$ cat src/rtl/skew_align_pkg.sv
package skew_align_pkg;

    localparam int WORD_W   = 16;
    localparam int SKEW_W   = 4;
    localparam int CFG_W    = 8;
    localparam int SKEW_N   = 1 << SKEW_W;
    localparam int BUF_W    = 2 * WORD_W;
    localparam int PRE_BIT  = CFG_W - 1;
    localparam int SKIP_BIT = CFG_W - 2;
    localparam logic [CFG_W-1:0] CFG_KEEP = CFG_W'((3 << (CFG_W - 2)) | (SKEW_N - 1));

    typedef enum logic [1:0] {
        ST_HOLD,
        ST_CLEAR,
        ST_LOAD,
        ST_SHIFT
    } stage_op_e;

    typedef struct packed {
        logic              pre;
        logic              skip;
        logic [SKEW_W-1:0] amt;
    } act_cfg_t;

    function automatic logic [CFG_W-1:0] cfg_filter(input logic [CFG_W-1:0] v);
        return v & CFG_KEEP;
    endfunction

    // True when the mask of the last word reaches bits the skewed window
    // has not yet been given by earlier words.
    function automatic logic tail_reaches(input logic [SKEW_W-1:0] amt,
                                          input logic [WORD_W-1:0] mask);
        logic [WORD_W-1:0] supplied;
        supplied = ~({WORD_W{1'b1}} >> amt);
        return supplied > mask;
    endfunction

endpackage

$ cat src/rtl/skew_align_cfg.sv
module skew_align_cfg
    import skew_align_pkg::*;
#(
    parameter int CW = CFG_W
) (
    input  logic          clk,
    input  logic          rst,
    input  logic          we,
    input  logic [CW-1:0] wdata,
    input  logic          start,
    output logic [CW-1:0] rdata,
    output act_cfg_t      act
);
    logic [CW-1:0] reg_q;
    logic [CW-1:0] next_src;

    // A write in the start cycle is what the transfer uses.
    assign next_src = we ? cfg_filter(wdata) : reg_q;
    assign rdata    = reg_q;

    always_ff @(posedge clk) begin
        if (rst) begin
            reg_q <= '0;
            act   <= '0;
        end else begin
            if (we) reg_q <= cfg_filter(wdata);
            if (start) begin
                act.pre  <= next_src[PRE_BIT];
                act.skip <= next_src[SKIP_BIT];
                act.amt  <= next_src[SKEW_W-1:0];
            end
        end
    end
endmodule

$ cat src/rtl/skew_align_stage.sv
module skew_align_stage
    import skew_align_pkg::*;
#(
    parameter int WW = WORD_W,
    parameter int BW = BUF_W
) (
    input  logic          clk,
    input  logic          rst,
    input  stage_op_e     op,
    input  logic          dir_neg,
    input  logic [WW-1:0] word,
    output logic [BW-1:0] stage_q
);
    always_ff @(posedge clk) begin
        if (rst) begin
            stage_q <= '0;
        end else begin
            case (op)
                ST_CLEAR: stage_q <= '0;
                ST_LOAD:  stage_q <= dir_neg ? {word, stage_q[BW-1:WW]}
                                             : {stage_q[BW-WW-1:0], word};
                ST_SHIFT: stage_q <= dir_neg ? (stage_q >> WW) : (stage_q << WW);
                default:  stage_q <= stage_q;
            endcase
        end
    end
endmodule

$ cat src/rtl/skew_align_window.sv
module skew_align_window
    import skew_align_pkg::*;
#(
    parameter int WW = WORD_W,
    parameter int BW = BUF_W,
    parameter int SW = SKEW_W
) (
    input  logic [BW-1:0] stage,
    input  logic [SW-1:0] amt,
    output logic [WW-1:0] win
);
    localparam int NCAND = 1 << SW;

    logic [WW-1:0] cand [NCAND];

    for (genvar k = 0; k < NCAND; k++) begin : g_cand
        assign cand[k] = WW'(stage >> k);
    end

    assign win = cand[amt];
endmodule

$ cat src/rtl/skew_align_fetch.sv
module skew_align_fetch
    import skew_align_pkg::*;
#(
    parameter int WW = WORD_W
) (
    input  logic          line_start,
    input  act_cfg_t      act,
    input  logic [WW-1:0] mask,
    output logic          pre_req,
    output logic          tail_req
);
    assign pre_req  = line_start & act.pre;
    assign tail_req = ~act.skip | tail_reaches(act.amt, mask);
endmodule

$ cat src/rtl/skew_align.sv
module skew_align
    import skew_align_pkg::*;
(
    input  logic              clk,
    input  logic              rst,
    input  logic              cfg_we,
    input  logic [CFG_W-1:0]  cfg_wdata,
    output logic [CFG_W-1:0]  cfg_rdata,
    input  logic              start,
    input  logic              line_start,
    input  logic              dir_neg,
    input  logic              src_load,
    input  logic              src_shift,
    input  logic [WORD_W-1:0] src_word,
    input  logic [WORD_W-1:0] tail_mask,
    output logic [WORD_W-1:0] aligned_word,
    output logic              pre_fetch_req,
    output logic              tail_fetch_req
);
    act_cfg_t           act;
    stage_op_e          op;
    logic [BUF_W-1:0]   stage_q;

    // Priority: clear on start, then load, then bare shift.
    always_comb begin
        if (start)          op = ST_CLEAR;
        else if (src_load)  op = ST_LOAD;
        else if (src_shift) op = ST_SHIFT;
        else                op = ST_HOLD;
    end

    skew_align_cfg #(.CW(CFG_W)) u_cfg (
        .clk   (clk),
        .rst   (rst),
        .we    (cfg_we),
        .wdata (cfg_wdata),
        .start (start),
        .rdata (cfg_rdata),
        .act   (act)
    );

    skew_align_stage #(.WW(WORD_W), .BW(BUF_W)) u_stage (
        .clk     (clk),
        .rst     (rst),
        .op      (op),
        .dir_neg (dir_neg),
        .word    (src_word),
        .stage_q (stage_q)
    );

    skew_align_window #(.WW(WORD_W), .BW(BUF_W), .SW(SKEW_W)) u_win (
        .stage (stage_q),
        .amt   (act.amt),
        .win   (aligned_word)
    );

    skew_align_fetch #(.WW(WORD_W)) u_fetch (
        .line_start (line_start),
        .act        (act),
        .mask       (tail_mask),
        .pre_req    (pre_fetch_req),
        .tail_req   (tail_fetch_req)
    );
endmodule

$ cat config.mk
export PLATFORM = sky130hd
export DESIGN_NAME = skew_align
export DESIGN_NICKNAME = d
export VERILOG_FILES = /design/src/rtl/skew_align_pkg.sv /design/src/rtl/skew_align_cfg.sv /design/src/rtl/skew_align_stage.sv /design/src/rtl/skew_align_window.sv /design/src/rtl/skew_align_fetch.sv /design/src/rtl/skew_align.sv
export SDC_FILE = /design/constraint.sdc
export NUM_CORES = 1
export LEC_CHECK = 0
export BUFFER_PORTS_ARGS = -buffer_cell sky130_fd_sc_hd__clkbuf_2
export CAP_MARGIN = 20
export CORE_MARGIN = 2
export CORE_UTILIZATION = 60
export CTS_CLUSTER_SIZE = 10
export DETAILED_ROUTE_END_ITERATION = 10
export GPL_TIMING_DRIVEN = 0
export HOLD_SLACK_MARGIN = 0.08
export PLACE_DENSITY = 0.86
export SYNTH_ARGS = -nofsm -noshare
export SYNTH_HDL_FRONTEND = slang
export SYNTH_SLANG_ARGS = --single-unit
$ cat constraint.sdc
create_clock -name clk -period 7.4 [get_ports clk]
set_clock_uncertainty 0.1 [all_clocks]
set_input_delay 0.74 -clock clk [delete_from_list [all_inputs] [get_ports clk]]
set_output_delay 0.74 -clock clk [all_outputs]
set_load 0.05 [all_outputs]
==> results_dict.tcl, run 1 <==
set metrics [dict create \
    status "finished clean" \
    cellLeakagePower_nw 1.79 \
    cts_resized 0 \
    synth_edf_count 0 \
    remaining_drc_errors 0 \
    syn2layout_area_growth_pct 14.3 \
    postRouteAntennaNets 0 \
    clockBufferDepth 2 \
    syn_inst 432 \
    fp.dieH_um 82.1 \
    r2r_cells 5 \
    n_fill_cell 470 \
    slew_headroom 0.635 \
    antenna_cells 0 \
    tightestPinTransition_ns 0.548 \
    core-area_sq_mm 0.00592 \
    root_buffer "clkbuf_8" \
    worst_hold_path.num_cells 2 \
    synthTopCellsByArea "dfxtp_1 (24%), mux4_2 (14%), nand2_1 (5.2%)" \
    grt_overflow 0 \
    drv_cap 0 \
    grt_start_max_net_pins 14 \
    drv_slew 0 \
    dp_hpwl_mm 7.67 \
    setup_tns_ns 0 \
    syn_area_sq_mm 0.00366 \
    io_pins 74 \
    fmax_mhz 244 \
    start_kind "flip-flop" \
    critPathRequiredTime_ns 6.56 \
    setup_viol 0 \
    track_usage 0.310 \
    gp_congestion 0.932 \
    yosysTopAreaCell "dfxtp_1" \
    min_path_type "flip-flop to flip-flop" \
    ctsHoldBuffers 0 \
    die_w_um 82.1 \
    ys_warn_count 0 \
    hold_path_startpoint "u_stage.stage_q[31]" \
    finalNetCount 569 \
    wl_per_cell_um 17.0 \
    post-route-period-util 0.554 \
    insertion_delay_ns 0.30 \
    power.density_mw_per_mm2 136 \
    synth_area_per_cell_sq_um 8.47 \
    vias 3699 \
    synthFlopType "dfxtp_1" \
    crit_chain "buf_2 > buf_2 > clkbuf_1 > or3_1 > ha_1 > nand4_1 > nor4_1 > a22oi_1 > a32oi_1 > clkbuf_2" \
    rr_endpoint "u_cfg.act[1]" \
    placementRows 28 \
    cts_sinks 44 \
    endpoint_kind "primary output" \
    synth.ff_latch_count 44 \
    synth-async-reset-ratio 0 \
    critPathTopFamily "simple AND/OR/NAND/NOR gates" \
    dieArea_sq_mm 0.00674 \
    ys_seq_area_frac 0.241 \
    cp_slowest_stage_delay_ns 0.43 \
    whs_endpoint "u_stage.stage_q[31]" \
    antenna_found_initial 0 \
    drt_wl_total_mm 9.91 \
    period_minus_slack_ns 4.10 \
    critPathKind "flip-flop to primary output" \
    initial_core_util 0.618 \
    critPathMaxFanout 10 \
    rsz0062_at_grt "false" \
    worst_path_most_repeated_cell "buf_2" \
    final-hold-violation-count 0 \
    drt-initial-drc-count 271 \
    r2r_setup_slack_ns 5.60 \
    htreeDepth 2 \
    r2r-start "u_cfg.act[1]" \
    fin_ws_ns 3.30 \
    via_per_inst 6.36 \
    drt_first_pass_iters 5 \
    grt_first_pass_wirelength_mm 16.1 \
    irDropWorstVdd_v 0.000125 \
    cts_tree "built" \
    grt_pass1_vias 3404 \
    synth_cell_types 44 \
    clk_pin_slew_ns 0.08 \
    port_buffers 66 \
    slowest_stage "or3_1" \
    numCtsBuffers 5 \
    detailedPlace.worstSlack_ns 3.66 \
    drive_gt1_frac 0.229 \
    netlist.area_leader.share 0.241 \
    post_cts.repair.setup_buffers 0 \
    path_buf_inv 4 \
    worstPathArrival_ns 3.26 \
]
-- stage by stage --
stage / util / cell area [sq um] / hold WS [ns] / power (mW) / cells
CTS: 0.706 / 4180 / 0.363 / 0.569 / 582
floorplan: - / 3660 / 0.332 / 0.374 / 433
detailed placement: 0.690 / 4090 / 0.353 / 0.416 / 574
global route: 0.706 / 4180 / 0.411 / 0.593 / 582
global placement: 0.690 / 4090 / 0.347 / 0.412 / 574
finish: 0.706 / 4180 / 0.363 / 0.570 / 582
-- cell type report --
cell class	instances	area, sq um	share of cell area
multi-input combinational	308	2430	0.582
inverter	36	135	0.0323
tap	75	93.8	0.0225
sequential	44	881	0.211
buffer	45	213	0.0509
timing repair buffer	66	330	0.0790
clock buffer	7	86.3	0.0207
clock inverter	1	7.51	0.00180
-- state kept, by name, indices dropped and copies added, names as in the netlist --
signal           count
u_cfg.act            6
u_cfg.rdata          6
u_stage.stage_q     32
-- synth_stat cells, drive strengths merged (4+ instances only) --
library cell   n
a21oi         21
mux2           6
o21ai         22
a21o           4
mux2i         14
o41ai         17
clkbuf        30
ha            15
nor2          39
buf           15
a211oi         7
inv           36
a22oi         18
nor4          16
mux4          30
nor2b         17
a31oi          6
nand2         51
dfxtp         44
-- logic make-up after synthesis --
family / share of synthesized area
multiplexers: 0.249
AO/OA/AOI/OAI: 0.192
adder cells (fa/ha/maj): 0.0513
AND/OR/NAND/NOR: 0.171
buffers and inverters: 0.0951
other: 0.00103
flip-flops: 0.241
-- worst min-delay path, stage by stage (launching register included) --
cell and delay [ns]:
dfxtp_1 0.32, nand2_1 0.05, a21oi_1 0.05
-- layout by cell type (no fill, tap or decap), types with 4 or more instances in the layout --
master | synthesis | layout
dfxtp_1 | 44 | 44
a21o_1 | 4 | 4
clkbuf_8 | 0 | 6
mux4_2 | 23 | 23
nor2_1 | 39 | 39
mux2_2 | 6 | 6
clkbuf_2 | 0 | 66
mux2i_1 | 14 | 14
a21oi_1 | 21 | 21
a31oi_1 | 6 | 6
o41ai_1 | 17 | 17
nand2_1 | 51 | 51
nor4_1 | 16 | 16
buf_2 | 7 | 7
inv_1 | 36 | 36
ha_1 | 15 | 15
nor2b_1 | 17 | 17
o21ai_0 | 19 | 19
a211oi_1 | 7 | 7
a22oi_1 | 18 | 18
clkbuf_1 | 30 | 31
mux4_1 | 7 | 7
-- per-layer routing --
metal	part of all wire	up-vias	wire length (um)	GRT usage
met5	0	-	0	0
met4	0.018	0	175	0.113
met3	0.096	20	951	0.0505
met2	0.48	210	4740	0.505
met1	0.41	1734	4040	0.418
li1	-	1735	-	-
-- report_power, final --
part           leakage [nW]  switching, mW  total [mW]  internal, mW
Combinational          1.39          0.104       0.163        0.0586
Clock                0.0445         0.0812       0.157        0.0759
Sequential            0.358        0.00667       0.250         0.243
Total                  1.79          0.192       0.570         0.378
-- worst max path at each step --
stage                     slack, ns        endpoint    startpoint  cells past startpoint
after floorplan                3.58  tail_fetch_req  u_cfg.act[1]                      9
after global placement         3.70  tail_fetch_req  u_cfg.act[1]                     10
after detailed placement       3.66  tail_fetch_req  u_cfg.act[1]                     10
after CTS                      3.32  tail_fetch_req  u_cfg.act[1]                     10
after global routing           3.13  tail_fetch_req  u_cfg.act[1]                     11
final                          3.30  tail_fetch_req  u_cfg.act[1]                     10
(Power assumes the default switching activity.)
==> run 2, diff against run 1 <==
ABC_AREA = 1   (was default)
CORE_UTILIZATION = 51   (was 60)
PLACE_DENSITY = 0.78   (was 0.86)
clock period = 3.6 ns   (was 7.4 ns; I/O delays follow)
==> results_dict.tcl, run 2 <==
set metrics [dict create \
    die_w_um 88.6 \
    critPathMaxFanout 10 \
    synthSimpleGateAreaFrac 0.323 \
    clockBufferDepth 2 \
    period_minus_slack_ns 3.11 \
    m1WireLength_mm 4.85 \
    drt_first_pass_iters 7 \
    setup_viol 0 \
    crit_chain "inv_1 > buf_2 > buf_2 > o21ai_0 > ha_1 > nand4_1 > nor3_1 > nand2_1 > nand2_1 > nand2_1 > nand2_1 > clkbuf_2" \
    power_mw 1.42 \
    drt_wl_total_mm 11.5 \
    synth_mux_area_frac 0.0110 \
    cellLeakagePower_nw 2.12 \
    htreeDepth 2 \
    power.density_mw_per_mm2 338 \
    grt_start_max_net_pins 14 \
    dr.max_layer_used "met4" \
    synth_area_per_cell_sq_um 5.81 \
    io_pins 74 \
    track_usage 0.303 \
    drv_cap 0 \
    synth_edf_count 0 \
    min_path_type "input port to flip-flop" \
    regMostFlops "u_stage.stage_q" \
    r2r_cells 5 \
    tightestPinTransition_ns 0.574 \
    dieArea_sq_mm 0.00785 \
    irDropWorstVdd_v 0.000303 \
    clk_pin_slew_ns 0.09 \
    largest_register_ffs 32 \
    cp_slowest_stage_delay_ns 0.40 \
    synth_cell_types 28 \
    finalNetCount 765 \
    status "finished clean" \
    worst_hold_path.num_cells 3 \
    post-route-period-util 0.865 \
    cts_sinks 44 \
    initial_core_util 0.531 \
    endpoint_kind "primary output" \
    yosysTopAreaCell "dfxtp_1" \
    ctsHoldBuffers 0 \
    synthTopCellsByCount "nand2_1 (174), inv_1 (75), a21oi_1 (69), nor2_1 (56)" \
    via_per_inst 5.38 \
    whs_ns 0.223 \
    synthTopCellsByArea "dfxtp_1 (24%), nand2_1 (18%), a21oi_1 (9.5%)" \
    port_buffers 66 \
    wl_per_cell_um 14.3 \
    synth.ff_latch_count 44 \
    synthFlopType "dfxtp_1" \
    core-area_sq_mm 0.00687 \
    slowest_stage "dfxtp_1" \
    start_kind "flip-flop" \
    vias 4298 \
    syn_inst 628 \
    path_buf_inv 4 \
    wl_met3_mm 1.00 \
    final_core_util 0.611 \
    antenna_cells 0 \
    drv_slew 0 \
    antenna_found_initial 0 \
    netlist.area_leader.share 0.241 \
    worstPathArrival_ns 2.65 \
    synth_compound_area_frac 0.224 \
    worst_path_most_repeated_cell "nand2_1" \
    numCtsBuffers 5 \
    critPathKind "flip-flop to primary output" \
    synth-xor-area-share 0 \
    syn2layout_area_growth_pct 15.0 \
    drt-initial-drc-count 240 \
    insertion_delay_ns 0.30 \
    slew_headroom 0.613 \
    cts_resized 0 \
    final-hold-violation-count 0 \
    syn_area_sq_mm 0.00365 \
    rsz0062_at_grt "false" \
    synth-async-reset-ratio 0 \
    yosysMostFrequentCell "nand2_1" \
    cts_tree "built" \
    most-common-layout-cells "nand2_1 (174), inv_1 (75), a21oi_1 (69)" \
    remaining_drc_errors 0 \
    critPathRequiredTime_ns 3.14 \
    routed-wl-met2_mm 5.23 \
    root_buffer "clkbuf_8" \
    ys_warn_count 0 \
    critPathTopFamily "buffers and inverters" \
    dp_hpwl_mm 9.00 \
    post_cts.repair.setup_buffers 0 \
    fmax_mhz 321 \
    cp.depth 12 \
    postRouteAntennaNets 0 \
    synth_top_family_by_area "simple AND/OR/NAND/NOR gates" \
    placementRows 30 \
    fp.dieH_um 88.6 \
    drive_gt1_frac 0.154 \
    ys_seq_area_frac 0.241 \
    setup_tns_ns 0 \
    synth_fa_ha_area_frac 0.0514 \
    grt_pass1_vias 4009 \
    grt_overflow 0 \
    grt_first_pass_wirelength_mm 18.7 \
    final_common_cell "nand2_1" \
    gp_congestion 0.993 \
]
[run 2: report_power, final]
part           switching (mW)  leakage [nW]  internal (mW)
logic                   0.406          1.71          0.162
registers              0.0164         0.360          0.508
clock network           0.173        0.0510          0.153
[run 2: metal layers]
layer,vias to the layer above,GRT usage
li1,2162,-
met3,41,0.0504
met1,1879,0.388
met5,-,0
met4,0,0.125
met2,216,0.508
[run 2: stage by stage]
stage | instance area (sq um) | worst slack [ns] | std cells
floorplan | 3650 | 1.20 | 629
global placement | 4100 | 0.899 | 791
detailed placement | 4100 | 0.844 | 791
CTS | 4200 | 0.510 | 799
global route | 4200 | 0.254 | 799
finish | 4200 | 0.487 | 799
[run 2: path summary, 6_finish.rpt]
kind / start / slack (ns) / end
max: u_cfg.act[3] / 0.49 / tail_fetch_req
min: cfg_wdata[1] / 0.22 / u_cfg.rdata[1]
max reg2reg: u_cfg.act[2] / 2.23 / u_cfg.act[2]
min reg2reg: u_stage.stage_q[23] / 0.37 / u_stage.stage_q[23]
[run 2: cell families after synthesis]
group	count (synthesis)
AOI/OAI and AO/OA	155
adders and majority gates	15
buffers and inverters	120
DFF	44
muxes	4
other	1
and+or+nand+nor	289
[run 2: tightest hold or removal path, delay by kind of cell]
family / cells / cell delay [ns]
buffers and inverters: 1 / 0.08
multiplexers: 1 / 0.08
AND/OR/NAND/NOR: 1 / 0.08
[run 2: cell type report]
class | count | area [sq um]
buffer | 41 | 244
clock buffer | 6 | 82.6
clock inverter | 2 | 10.0
fill | 720 | 2670
inverter | 79 | 298
multi-input combinational | 465 | 2230
sequential | 44 | 881
tap | 96 | 120
timing repair buffer | 66 | 330
==> run 3, diff against run 2 <==
GPL_TIMING_DRIVEN = default   (was 0)
==> results_dict.tcl, run 3 (synthesis results as in run 2) <==
set metrics [dict create \
    status "finished clean" \
    remaining_drc_errors 0 \
    setup.worst_path.start "u_cfg.act[2]" \
    drv_cap 0 \
    numCtsBuffers 5 \
    cp_slowest_stage_delay_ns 0.81 \
    min_path_type "input port to flip-flop" \
    start_kind "flip-flop" \
    track_usage 0.260 \
    cp-endpoint "tail_fetch_req" \
    worstPathArrival_ns 2.72 \
    slowest_stage "dfxtp_1" \
    worst_path_most_repeated_cell "nand2_1" \
    drt-initial-drc-count 288 \
    crit_chain "nand2_1 > nor2_1 > ha_1 > nand2_1 > inv_1 > nand2_1 > nand2_1 > nand2_1 > nand2_1 > nand2_1 > nand2_1 > nand2_1 > nand2_1 > clkbuf_2" \
    r2r-start "u_cfg.act[2]" \
    path_buf_inv 2 \
    wl_per_cell_um 13.0 \
    via_per_inst 5.30 \
    root_buffer "clkbuf_8" \
    insertion_delay_ns 0.30 \
    slew_headroom 0.388 \
    clockBufferDepth 2 \
    post-route-period-util 0.882 \
    final_common_cell "nand2_1" \
    period_minus_slack_ns 3.18 \
    setup_viol 0 \
    r2r_cells 5 \
    grt_first_pass_wirelength_mm 16.2 \
    power.density_mw_per_mm2 384 \
    htreeDepth 2 \
    drt_first_pass_iters 5 \
    drive_gt1_frac 0.136 \
    cts_sinks 44 \
    io_pins 74 \
    rsz0062_at_grt "false" \
    die_w_um 88.6 \
    regMostFlops "u_stage.stage_q" \
    syn2layout_area_growth_pct 12.6 \
    drv_slew 0 \
    cellLeakagePower_nw 2.05 \
    setup_tns_ns 0 \
    most-common-layout-cells "nand2_1 (174), inv_1 (75), a21oi_1 (69), clkbuf_2 (69), nor2_1 (56)" \
    port_buffers 69 \
    final-hold-violation-count 0 \
    cts_tree "built" \
    r2r_setup_slack_ns 1.95 \
    initial_core_util 0.531 \
    core-area_sq_mm 0.00687 \
    clockPowerShare 0.330 \
    power_switching_mw 0.578 \
    critPathTopFamily "simple AND/OR/NAND/NOR gates" \
    post_cts.repair.setup_buffers 0 \
    irDropWorstVdd_v 0.000402 \
    dp_hpwl_mm 7.36 \
    grt_start_max_net_pins 55 \
    critPathRequiredTime_ns 3.14 \
    cts_resized 0 \
    fmax_mhz 315 \
    finalNetCount 736 \
    antenna_cells 0 \
    comb_power_share 0.334 \
    vias 4081 \
    dieArea_sq_mm 0.00785 \
    endpoint_kind "primary output" \
    postRouteAntennaNets 0 \
    rr_endpoint "u_cfg.act[2]" \
    final_core_util 0.598 \
    grt_pass1_vias 3512 \
    cp.depth 14 \
    drt_wl_total_mm 9.98 \
    p_int_mw 1.00 \
    p_seq_frac 0.336 \
    clk_pin_slew_ns 0.09 \
    critPathMaxFanout 21 \
    tightestPinTransition_ns 0.918 \
    antenna_found_initial 0 \
    largest_register_ffs 32 \
    critPathKind "flip-flop to primary output" \
    grt_overflow 0 \
    placementRows 30 \
    switching_share 0.366 \
    gp_congestion 0.933 \
    fp.dieH_um 88.6 \
    ctsHoldBuffers 0 \
]
==> run 3: changes by cell type in the layout (fill, tap and decap cells not counted), sizes merged <==
| cell | before | now |
|---|---|---|
| clkbuf | 85 | 74 |
| clkinv | 5 | 3 |
| bufinv | 0 | 3 |
| buf | 28 | 9 |
==> run 3: metal layers <==
metal  track usage  vias to the layer above  share of wire
li1              -                     2102              -
met3        0.0243                        9          0.056
met5             0                        -              0
met2         0.430                      136           0.46
met4        0.0551                        0         0.0099
met1         0.371                     1834           0.47
==> run 3: worst register-to-register path, stage by stage (launching register included) <==
cell	delay, ns
dfxtp_1	0.81
clkinv_1	0.19
buf_4	0.24
a21oi_1	0.15
nand2_1	0.08
inv_1	0.05
==> run 3: layout make-up <==
class	instances	area, sq um
Clock buffer	5	68.8
Fill cell	707	2760
Clock inverter	3	90.1
Multi-Input combinational cell	465	2230
Inverter	79	298
Timing Repair Buffer	78	420
Tap cell	96	120
Sequential cell	44	881
==> run 3: worst min-delay path by stage <==
| stage | slack, ns | cells after the start | startpoint | to |
|---|---|---|---|---|
| 4_1_cts | 0.23 | 3 | cfg_wdata[1] | u_cfg.rdata[1] |
| 3_3_place_gp | 0.35 | 2 | u_stage.stage_q[4] | u_stage.stage_q[4] |
| 2_1_floorplan | 0.34 | 2 | u_stage.stage_q[19] | u_stage.stage_q[19] |
| 3_5_place_dp | 0.36 | 2 | u_stage.stage_q[28] | u_stage.stage_q[28] |
| 6_report | 0.24 | 3 | cfg_wdata[1] | u_cfg.rdata[1] |
| 5_1_grt | 0.24 | 3 | cfg_wdata[1] | u_cfg.rdata[1] |
==> run 3: power groups by stage <==
stage | clock network, mW | logic [mW] | registers, mW
floorplan | 0 | 0.399 | 0.545
global placement | 0 | 0.513 | 0.540
detailed placement | 0 | 0.522 | 0.541
CTS | 0.528 | 0.524 | 0.530
global route | 0.542 | 0.581 | 0.533
finish | 0.521 | 0.528 | 0.530
==> run 3: stage by stage <==
step	hold WS [ns]	std cells	setup WS, ns	instance area, sq um	power, mW
6_report	0.241	770	0.424	4110	1.58
3_5_place_dp	0.357	762	0.775	3950	1.06
3_3_place_gp	0.353	761	0.821	3930	1.05
4_1_cts	0.234	770	0.447	4110	1.58
2_1_floorplan	0.345	629	1.20	3650	0.944
5_1_grt	0.245	770	0.189	4110	1.66
